==> src/rtl/ctr_gate_pkg.sv <==
package ctr_gate_pkg;
  typedef enum logic [1:0] {
    VERD_OK      = 2'd0,
    VERD_ILLEGAL = 2'd1,
    VERD_VIRT    = 2'd2
  } verdict_e;

  typedef enum logic [1:0] {
    PRIV_U = 2'b00,
    PRIV_S = 2'b01,
    PRIV_M = 2'b11
  } priv_e;

  typedef enum logic [1:0] {
    K_NONE = 2'd0,
    K_CTR  = 2'd1,
    K_SUM  = 2'd2,
    K_SELH = 2'd3
  } kind_e;
endpackage

==> src/rtl/ctr_addr_dec.sv <==
module ctr_addr_dec
  import ctr_gate_pkg::*;
#(
  parameter int ADDR_W      = 12,
  parameter int NCTR        = 32,
  parameter int FIRST_PROG  = 3,
  parameter int CTR_LO_BASE = 'hC00,
  parameter int CTR_HI_BASE = 'hC80,
  parameter int SELH_BASE   = 'h720,
  parameter int SUM_ADDR    = 'hDA0,
  localparam int IDX_W      = $clog2(NCTR)
) (
  input  logic [ADDR_W-1:0] addr_i,
  input  logic              xlen32_i,
  output kind_e             kind_o,
  output logic [IDX_W-1:0]  idx_o
);
  localparam logic [ADDR_W-1:0] NCTR_A = ADDR_W'(NCTR);
  localparam logic [ADDR_W-1:0] FP_A   = ADDR_W'(FIRST_PROG);
  localparam logic [ADDR_W-1:0] LO_A   = ADDR_W'(CTR_LO_BASE);
  localparam logic [ADDR_W-1:0] HI_A   = ADDR_W'(CTR_HI_BASE);
  localparam logic [ADDR_W-1:0] SELH_A = ADDR_W'(SELH_BASE);
  localparam logic [ADDR_W-1:0] SUM_A  = ADDR_W'(SUM_ADDR);

  logic [ADDR_W-1:0] off_lo, off_hi, off_sel;
  logic              hit_lo, hit_hi, hit_sel;

  assign off_lo  = addr_i - LO_A;
  assign off_hi  = addr_i - HI_A;
  assign off_sel = addr_i - SELH_A;
  assign hit_lo  = off_lo < NCTR_A;
  assign hit_hi  = xlen32_i && (off_hi < NCTR_A);
  assign hit_sel = (off_sel < NCTR_A) && (off_sel >= FP_A);

  always_comb begin
    kind_o = K_NONE;
    idx_o  = '0;
    if (addr_i == SUM_A) begin
      kind_o = K_SUM;
    end else if (hit_sel) begin
      kind_o = K_SELH;
      idx_o  = off_sel[IDX_W-1:0];
    end else if (hit_lo) begin
      kind_o = K_CTR;
      idx_o  = off_lo[IDX_W-1:0];
    end else if (hit_hi) begin
      kind_o = K_CTR;
      idx_o  = off_hi[IDX_W-1:0];
    end
  end
endmodule

==> src/rtl/ctr_perm.sv <==
module ctr_perm
  import ctr_gate_pkg::*;
#(
  parameter int NCTR       = 32,
  parameter int FIRST_PROG = 3,
  localparam int IDX_W     = $clog2(NCTR)
) (
  input  kind_e            kind_i,
  input  logic [IDX_W-1:0] idx_i,
  input  priv_e            priv_i,
  input  logic             virt_i,
  input  logic             feat_i,
  input  logic [NCTR-1:0]  mcen_i,
  input  logic [NCTR-1:0]  hcen_i,
  input  logic [NCTR-1:0]  avail_i,
  output verdict_e         verdict_o
);
  localparam logic [IDX_W-1:0] FP_I = IDX_W'(FIRST_PROG);

  logic fixed_ctr;
  assign fixed_ctr = idx_i < FP_I;

  always_comb begin
    verdict_o = VERD_OK;
    unique case (kind_i)
      K_SUM, K_SELH: verdict_o = feat_i ? VERD_OK : VERD_ILLEGAL;
      K_CTR: begin
        if (!fixed_ctr && !avail_i[idx_i])  verdict_o = VERD_ILLEGAL;
        else if (priv_i == PRIV_M)          verdict_o = VERD_OK;
        else if (!mcen_i[idx_i])            verdict_o = VERD_ILLEGAL;
        else if (virt_i && !hcen_i[idx_i])  verdict_o = VERD_VIRT;
        else                                verdict_o = VERD_OK;
      end
      default: verdict_o = VERD_OK;
    endcase
  end
endmodule

==> src/rtl/ovf_summary.sv <==
module ovf_summary #(
  parameter int NCTR       = 32,
  parameter int FIRST_PROG = 3
) (
  input  logic [NCTR-1:0] mcen_i,
  input  logic [NCTR-1:0] ovf_i,
  output logic [NCTR-1:0] sum_o
);
  for (genvar i = 0; i < NCTR; i++) begin : g_bit
    if (i < FIRST_PROG) begin : g_fixed
      assign sum_o[i] = 1'b0;
    end else begin : g_prog
      assign sum_o[i] = mcen_i[i] & ovf_i[i];
    end
  end
endmodule

==> src/rtl/ctr_gate.sv <==
module ctr_gate
  import ctr_gate_pkg::*;
#(
  parameter int ADDR_W     = 12,
  parameter int NCTR       = 32,
  parameter int FIRST_PROG = 3
) (
  input  logic              clk_i,
  input  logic              rst_ni,
  input  logic [ADDR_W-1:0] csr_addr_i,
  input  logic [1:0]        priv_i,
  input  logic              virt_i,
  input  logic              xlen32_i,
  input  logic              ofl_feat_i,
  input  logic [NCTR-1:0]   mcen_i,
  input  logic [NCTR-1:0]   hcen_i,
  input  logic [NCTR-1:0]   avail_i,
  input  logic [NCTR-1:0]   ovf_i,
  output logic [1:0]        verdict_o,
  output logic [NCTR-1:0]   ovf_sum_o
);
  localparam int IDX_W = $clog2(NCTR);
  localparam logic [IDX_W-1:0] FP_I = IDX_W'(FIRST_PROG);

  kind_e            kind_w;
  logic [IDX_W-1:0] idx_w;
  verdict_e         verdict_w;
  logic [NCTR-1:0]  sum_w;
  priv_e            priv_w;

  assign priv_w = priv_e'(priv_i);

  ctr_addr_dec #(
    .ADDR_W(ADDR_W), .NCTR(NCTR), .FIRST_PROG(FIRST_PROG)
  ) i_dec (
    .addr_i  (csr_addr_i),
    .xlen32_i(xlen32_i),
    .kind_o  (kind_w),
    .idx_o   (idx_w)
  );

  ctr_perm #(.NCTR(NCTR), .FIRST_PROG(FIRST_PROG)) i_perm (
    .kind_i   (kind_w),
    .idx_i    (idx_w),
    .priv_i   (priv_w),
    .virt_i   (virt_i),
    .feat_i   (ofl_feat_i),
    .mcen_i   (mcen_i),
    .hcen_i   (hcen_i),
    .avail_i  (avail_i),
    .verdict_o(verdict_w)
  );

  ovf_summary #(.NCTR(NCTR), .FIRST_PROG(FIRST_PROG)) i_sum (
    .mcen_i(mcen_i),
    .ovf_i (ovf_i),
    .sum_o (sum_w)
  );

  always_ff @(posedge clk_i or negedge rst_ni) begin
    if (!rst_ni) begin
      verdict_o <= VERD_OK;
      ovf_sum_o <= '0;
    end else begin
      verdict_o <= verdict_w;
      ovf_sum_o <= sum_w;
    end
  end


  m_mode_allow_chk: assert property (@(posedge clk_i) disable iff (!rst_ni)
    (kind_w == K_CTR && priv_i == 2'b11 && (idx_w < FP_I || avail_i[idx_w]))
    |=> verdict_o == 2'd0);


  feat_off_illegal_chk: assert property (@(posedge clk_i) disable iff (!rst_ni)
    (!ofl_feat_i && (kind_w == K_SUM || kind_w == K_SELH)) |=> verdict_o == 2'd1);


  virt_fault_src_chk: assert property (@(posedge clk_i) disable iff (!rst_ni)
    1'b1 |=> (verdict_o != 2'd2 || ($past(virt_i) && $past(priv_i) != 2'b11)));


  sum_low_zero_chk: assert property (@(posedge clk_i) disable iff (!rst_ni)
    ovf_sum_o[FIRST_PROG-1:0] == '0);


  sum_masked_chk: assert property (@(posedge clk_i) disable iff (!rst_ni)
    1'b1 |=> (ovf_sum_o & ~$past(mcen_i)) == '0);


  unavail_chk: assert property (@(posedge clk_i) disable iff (!rst_ni)
    (kind_w == K_CTR && idx_w >= FP_I && !avail_i[idx_w]) |=> verdict_o == 2'd1);
endmodule

==> config.mk <==
export PLATFORM = sky130hd
export DESIGN_NAME = ctr_gate
export DESIGN_NICKNAME = d
export VERILOG_FILES = /design/src/rtl/ctr_gate_pkg.sv /design/src/rtl/ctr_addr_dec.sv /design/src/rtl/ctr_perm.sv /design/src/rtl/ovf_summary.sv /design/src/rtl/ctr_gate.sv
export SDC_FILE = /design/constraint.sdc
export NUM_CORES = 1
export LEC_CHECK = 0
export BUFFER_PORTS_ARGS = -buffer_cell sky130_fd_sc_hd__buf_4
export CAP_MARGIN = 20
export CORE_MARGIN = 3
export CORE_UTILIZATION = 40
export CTS_CLUSTER_SIZE = 12
export DETAILED_ROUTE_END_ITERATION = 8
export HOLD_SLACK_MARGIN = 0.15
export PLACE_DENSITY = 0.82
export REMOVE_ABC_BUFFERS = 1
export SLEW_MARGIN = 20
export SYNTH_ARGS = -nofsm -noshare
export SYNTH_HDL_FRONTEND = slang
export SYNTH_SLANG_ARGS = --single-unit
export TNS_END_PERCENT = 50
==> constraint.sdc <==
create_clock -name clk_i -period 0.8 [get_ports clk_i]
set_input_delay 0.12 -clock clk_i [delete_from_list [all_inputs] [get_ports clk_i]]
set_output_delay 0.12 -clock clk_i [all_outputs]
set_load 0.005 [all_outputs]
==> flow_summary.ini, run 1 <==
[yosys]
synthFlopType = dfrtp_1
postSynthAreaPerCell_um2 = 10.4
synth.area.mux_share_pct = 19.0
synth_edf_count = 0
yosys_warnings = 0
syn_inst = 218
syn_area_um2 = 2270
netlist_top_cells_area = dfrtp_1 34%, mux4_2 14%, and2_1 8.8%, mux2i_1 2.6%, mux2_2 2.5%
netlist.area_leader.share_pct = 34.2
yosysTopAreaCell = dfrtp_1
synth-seq-area-share_pct = 34.2
synth-simple-area-share_pct = 20.5
ys_seq_elements = 31
synth_commonest_cells = 32 x and2_1, 31 x dfrtp_1, 14 x mux4_2, 12 x nand2_1, 10 x a21oi_1
synthXorXnorAreaFrac_pct = 1.54
synth-adder-area-share_pct = 2.21
synth_top_family_by_area = simple AND/OR/NAND/NOR gates
async_flop_share_pct = 100
yosysUniqueCellTypes = 54
yosysMostFrequentCell = and2_1
synth-compound-area-share_pct = 15.8

[die]
ios = 181
start_util_pct = 42.8
core_um2 = 5300
dieArea_um2 = 6610
die_w_um = 81.3
fp.dieH_um = 81.3
row_count = 26

[timing]
hold_viol_final = 0
holdWs_ps = 184
fin_crit_sh_pct = 278
fmax_ghz = 0.450
fin_crit_ps = 2220
drv_slew = 0
rsz0062_at_grt = yes
setup_viol = 36
fin_ws_ps = -1420

[cts]
clk_pin_slew_ps = 70
ctsHtreeMaxLevel = 2
clock_path_buffers = 2
root_buffer = clkbuf_8
cts-buffers-inserted = 5
cts_sinks = 31
cts_tree = done

[critical_path]
crit_chain = buf_8 > inv_4 > ha_4 > nand2_1 > or4_4 > a221oi_4 > buf_6 > o21ai_4 > a221oi_1 > o21ai_0 > o2bb2ai_2 > o211a_1
critical_path_buf_inv_count = 3
cpMaxStageDelayCell = or4_4
cp-end-kind = flop
max_stage_delay_ps = 530
required_ps = 970
path_delay_family = compound AO/OA/AOI/OAI gates
criticalPathCategory = primary input to flop
cp_max_fo = 4
critPathArrivalTime_ps = 2390
crit_start = csr_addr_i[6]
setup.worst_path.start_class = primary input

[run]
max-cap-violations = 0

[final_layout]
area_delta_synth_final_pct = 106
fillers = 250
seq_area_um2 = 776
drive_above_1_share_pct = 52.1
final_nets = 618
antenna_cells = 0
multi_input_area_um2 = 1420
stdcell_area_um2 = 4680

[power]
clockPowerShare_pct = 32.1
share_seq_of_total_power_pct = 33.0
cellPowerDensity_nw_per_um2 = 1090
p_comb_share_pct = 34.8
intPower_mw = 3.80
swShare_pct = 25.7
switching_power_mw = 1.31
vdd_drop_max_v = 0.000837
cellLeakagePower_nw = 2.32

[global_route]
antenna_found_initial = 0
grt_max_degree = 37
grt_use_met2_pct = 59.6
overflow = 0
grt_pass1_vias = 3184
use_met3_pct = 8.20
busiest_layer = met2
grt_use_met1_pct = 34.5
grt_util_all_layers_pct = 33.3
grt_pass1_wl_um = 16300

[route]
postRouteAntennaNets = 0
vias = 2935
initialDrtViolationCount = 161
firstDrtPassIters = 4
routed_via_density = 5.46
drc = 0
finalWirelength_um = 10900
wl_per_cell_um = 20.2

[status]
status = finished, violations left
violations = setup timing

[place]
dp_slack_ps = -1800
port_buffers = 171
place_congestion = 0.865
placed_cell_area_um2 = 3710
post-dp-hpwl_um = 6400

[worst_hold_path]
hold_start = priv_i[1]
hp-class = primary input to flop
==> sequential cells by signal (all words and copies together), names as in the netlist <==
signal     flops
ovf_sum_o     29
verdict_o      2
==> area by class of cell <==
class	instances	share of cell area (%)
timing repair buffer	257	47.8
multi-input combinational	164	30.5
sequential	31	16.6
tap	70	1.87
clock buffer	6	1.77
clock inverter	2	0.749
inverter	8	0.749
==> metal layers <==
| metal | up-vias | routed length [um] |
|---|---|---|
| li1 | 1300 | - |
| met1 | 1390 | 3720 |
| met2 | 190 | 5570 |
| met4 | 0 | 651 |
| met3 | 55 | 923 |
| met5 | - | 0 |
==> worst min-delay path, stage by stage <==
cell      delay (ps)
buf_4             80
nand2_1           70
nand2_1           70
o211ai_1          80
==> final timing paths <==
| path | end | slack (ps) | cells after the start |
|---|---|---|---|
| min in group asynchronous | ovf_sum_o[23] | 330 | 2 |
| setup / recovery | verdict_o[1] | -1420 | 12 |
| max in group asynchronous | ovf_sum_o[12] | 170 | 2 |
| hold / removal | verdict_o[0] | 180 | 4 |
==> cell families (layout without fill, tap and decap cells) <==
logic type,Yosys count,in the layout
buf+inv,25,273
mux,25,25
simple gates,82,82
fa+ha+maj,4,4
compound gates,46,46
flops,31,31
xor+xnor,4,4
other cells,1,3
==> power by group through the flow <==
stage / clock network [mW] / registers [mW] / logic (mW)
global placement: 0 / 1.69 / 1.35
CTS: 1.60 / 1.68 / 1.70
detailed placement: 0 / 1.69 / 1.37
floorplan: 0 / 1.70 / 0.420
global route: 1.70 / 1.69 / 1.90
finish: 1.64 / 1.69 / 1.78
==> placed cells by master, fill, tap and decap left out, types with 6 or more instances in the layout <==
cell type and count:
buf_4 162, dlygate4sd3_1 53, buf_6 33, and2_1 31
dfrtp_1 31, mux4_2 14, nand2_1 12, a21oi_1 9
nor2_1 8, dlymetal6s4s_1 7, nor3_1 6, mux2i_1 6
clkbuf_8 6
==> metrics by stage <==
step                utilization [%]  setup TNS (ps)  power [mW]  cells
finish                         88.2           -6200        5.11    538
global placement               69.9           -3470        3.04    468
global route                   88.2           -6860        5.29    538
CTS                            87.6           -5450        4.98    538
detailed placement             69.9           -3570        3.06    468
floorplan                         -           -3320        2.12    203
==> timing repair <==
| item | 4_1_cts | 5_1_grt |
|---|---|---|
| resized for setup | 56 | 11 |
| endpoints found under the setup margin | 33 | 41 |
| buffers inserted | 2 | 0 |
| hold endpoints to repair | 61 | 0 |
| pin swaps | 13 | 4 |
| cloned | 0 | 0 |
| hold buffers | 60 | 0 |
Power figures use the tool's default switching activity.
==> run 2: changes to the inputs <==
PLACE_DENSITY = 0.85   (was 0.82)
==> run 2 against run 1 <==
Against the previous run: the run still ends with setup timing left; setup slack improved by 100 ps; sequential share of layout area is 0.11 points lower; global-route usage shrank 0.16 points; combinational power hardly changed; count of clock-buffer cells in the layout unchanged; cell count increased by 0.56%; routed wire length decreased by 2.9%; die area is the same; critical path depth decreased by 1; first-iteration DRC count rose by 19%; highest routed layer unchanged.
==> flow_summary.ini, run 2 (synthesis results as in run 1) <==
[global_route]
grt_pass1_vias = 3187
overflow = 0
grt_pass1_wl_um = 16200
grt_util_all_layers_pct = 33.1
antenna_found_initial = 0
grt_max_degree = 37

[timing]
drv_slew = 0
setup_viol = 33
fin_crit_sh_pct = 265
fmax_ghz = 0.472
fin_crit_ps = 2120
hold_viol_final = 0
rsz0062_at_grt = yes
fin_ws_ps = -1320

[final_layout]
regMostFlops = ovf_sum_o
drive_above_1_share_pct = 52.7
stdcell_count = 541
antenna_cells = 0
top_regs = ovf_sum_o x29, verdict_o x2
largest_reg_flops = 29
final_common_cell = buf_4
final_nets = 621
utilization_pct = 88.7
area_delta_synth_final_pct = 107
mostFrequentLayoutCells = 163 x buf_4, 58 x dlygate4sd3_1, 35 x buf_6, 31 x and2_1, 31 x dfrtp_1

[die]
dieArea_um2 = 6610
fp.dieH_um = 81.3
core_um2 = 5300
ios = 181
die_w_um = 81.3
row_count = 26
start_util_pct = 42.8

[status]
violations = setup timing
status = finished, violations left

[critical_path]
cp_max_fo = 4
crit_start = csr_addr_i[6]
setup.worst_path.start_class = primary input
criticalPathCategory = primary input to flop
critPathArrivalTime_ps = 2360
required_ps = 1040
cp-end-kind = flop

[power]
vdd_drop_max_v = 0.00104
cellLeakagePower_nw = 2.29
cellPowerDensity_nw_per_um2 = 1090

[route]
initialDrtViolationCount = 192
wl_per_cell_um = 19.5
routed_via_density = 5.37
vias = 2906
firstDrtPassIters = 4
finalWirelength_um = 10600
drc = 0
postRouteAntennaNets = 0

[cts]
clk_pin_slew_ps = 70
ctsHtreeMaxLevel = 2
clock_path_buffers = 2
cts_sinks = 31
root_buffer = clkbuf_8
cts_tree = done
cts-buffers-inserted = 5

[place]
post-dp-hpwl_um = 6520
port_buffers = 171
place_congestion = 0.853
place_inst = 471

[worst_hold_path]
hold_start = priv_i[1]
hp-class = primary input to flop
min_to = verdict_o[0]
whs_path_depth = 4

[run]
max-cap-violations = 0
[run 2: changes by cell type in the layout (fill, tap and decap cells not counted), sizes merged]
| cell | before | now |
|---|---|---|
| dlygate4sd3 | 53 | 58 |
| dlymetal6s4s | 7 | 2 |
| buf | 197 | 200 |
[run 2: how the worst max path moves through the flow]
stage / slack, ps / end
after floorplan: -1770 / verdict_o[1]
after global placement: -1690 / verdict_o[1]
after detailed placement: -1810 / verdict_o[1]
after CTS: -1350 / verdict_o[1]
after global routing: -1390 / verdict_o[0]
final: -1320 / verdict_o[1]
[run 2: layer usage]
metal  vias to the layer above  GRT usage [%]  routed length, um  part of all wire, %
met4                         0           13.7                302                  2.9
met3                        27           8.20                900                  8.5
met1                      1395           34.0               3650                   35
li1                       1302              -                  -                    -
met5                         -              0                  0                    0
met2                       182           62.9               5700                   54
[run 2: timing repair]
item                                    in CTS  in global routing
gates resized for setup                     55                 12
hold buffers                                60                  0
endpoints found under the setup margin      33                 36
setup buffers                                1                  1
endpoints found under the hold margin       61                  0
pin swaps                                   11                  6
[run 2: report_power, final]
| part | internal (mW) | switching (mW) |
|---|---|---|
| registers | 1.64 | 0.0448 |
| logic | 1.16 | 0.637 |
| clock network | 1.01 | 0.646 |
| total | 3.81 | 1.33 |
[run 2: critical path: stages]
cell	delay [ps]
buf_8	80
inv_6	30
ha_4	250
nand2_2	40
or4_4	490
a221oi_4	300
o21bai_1	110
mux4_2	460
nor3b_2	170
a211oi_2	160
o211a_1	150
[run 2: final cells by class]
type / count / area [um^2]
Clock buffer: 6 / 82.6
Timing Repair Buffer: 260 / 2250
Clock inverter: 2 / 35.0
Tap cell: 70 / 87.6
Multi-Input combinational cell: 164 / 1430
Fill cell: 236 / 597
Inverter: 8 / 37.5
Sequential cell: 31 / 776
[run 2: stage by stage]
stage                     power (mW)  cell area (um^2)  worst slack, ps  TNS, ps  hold slack [ps]
after floorplan                 2.12              2160            -1770    -3320             -176
after global placement          3.05              3730            -1690    -3360             66.7
after detailed placement        3.08              3730            -1810    -3590             70.2
after CTS                       5.01              4660            -1350    -5450              210
after global routing            5.35              4710            -1390    -6970              232
final                           5.14              4710            -1320    -6090              206
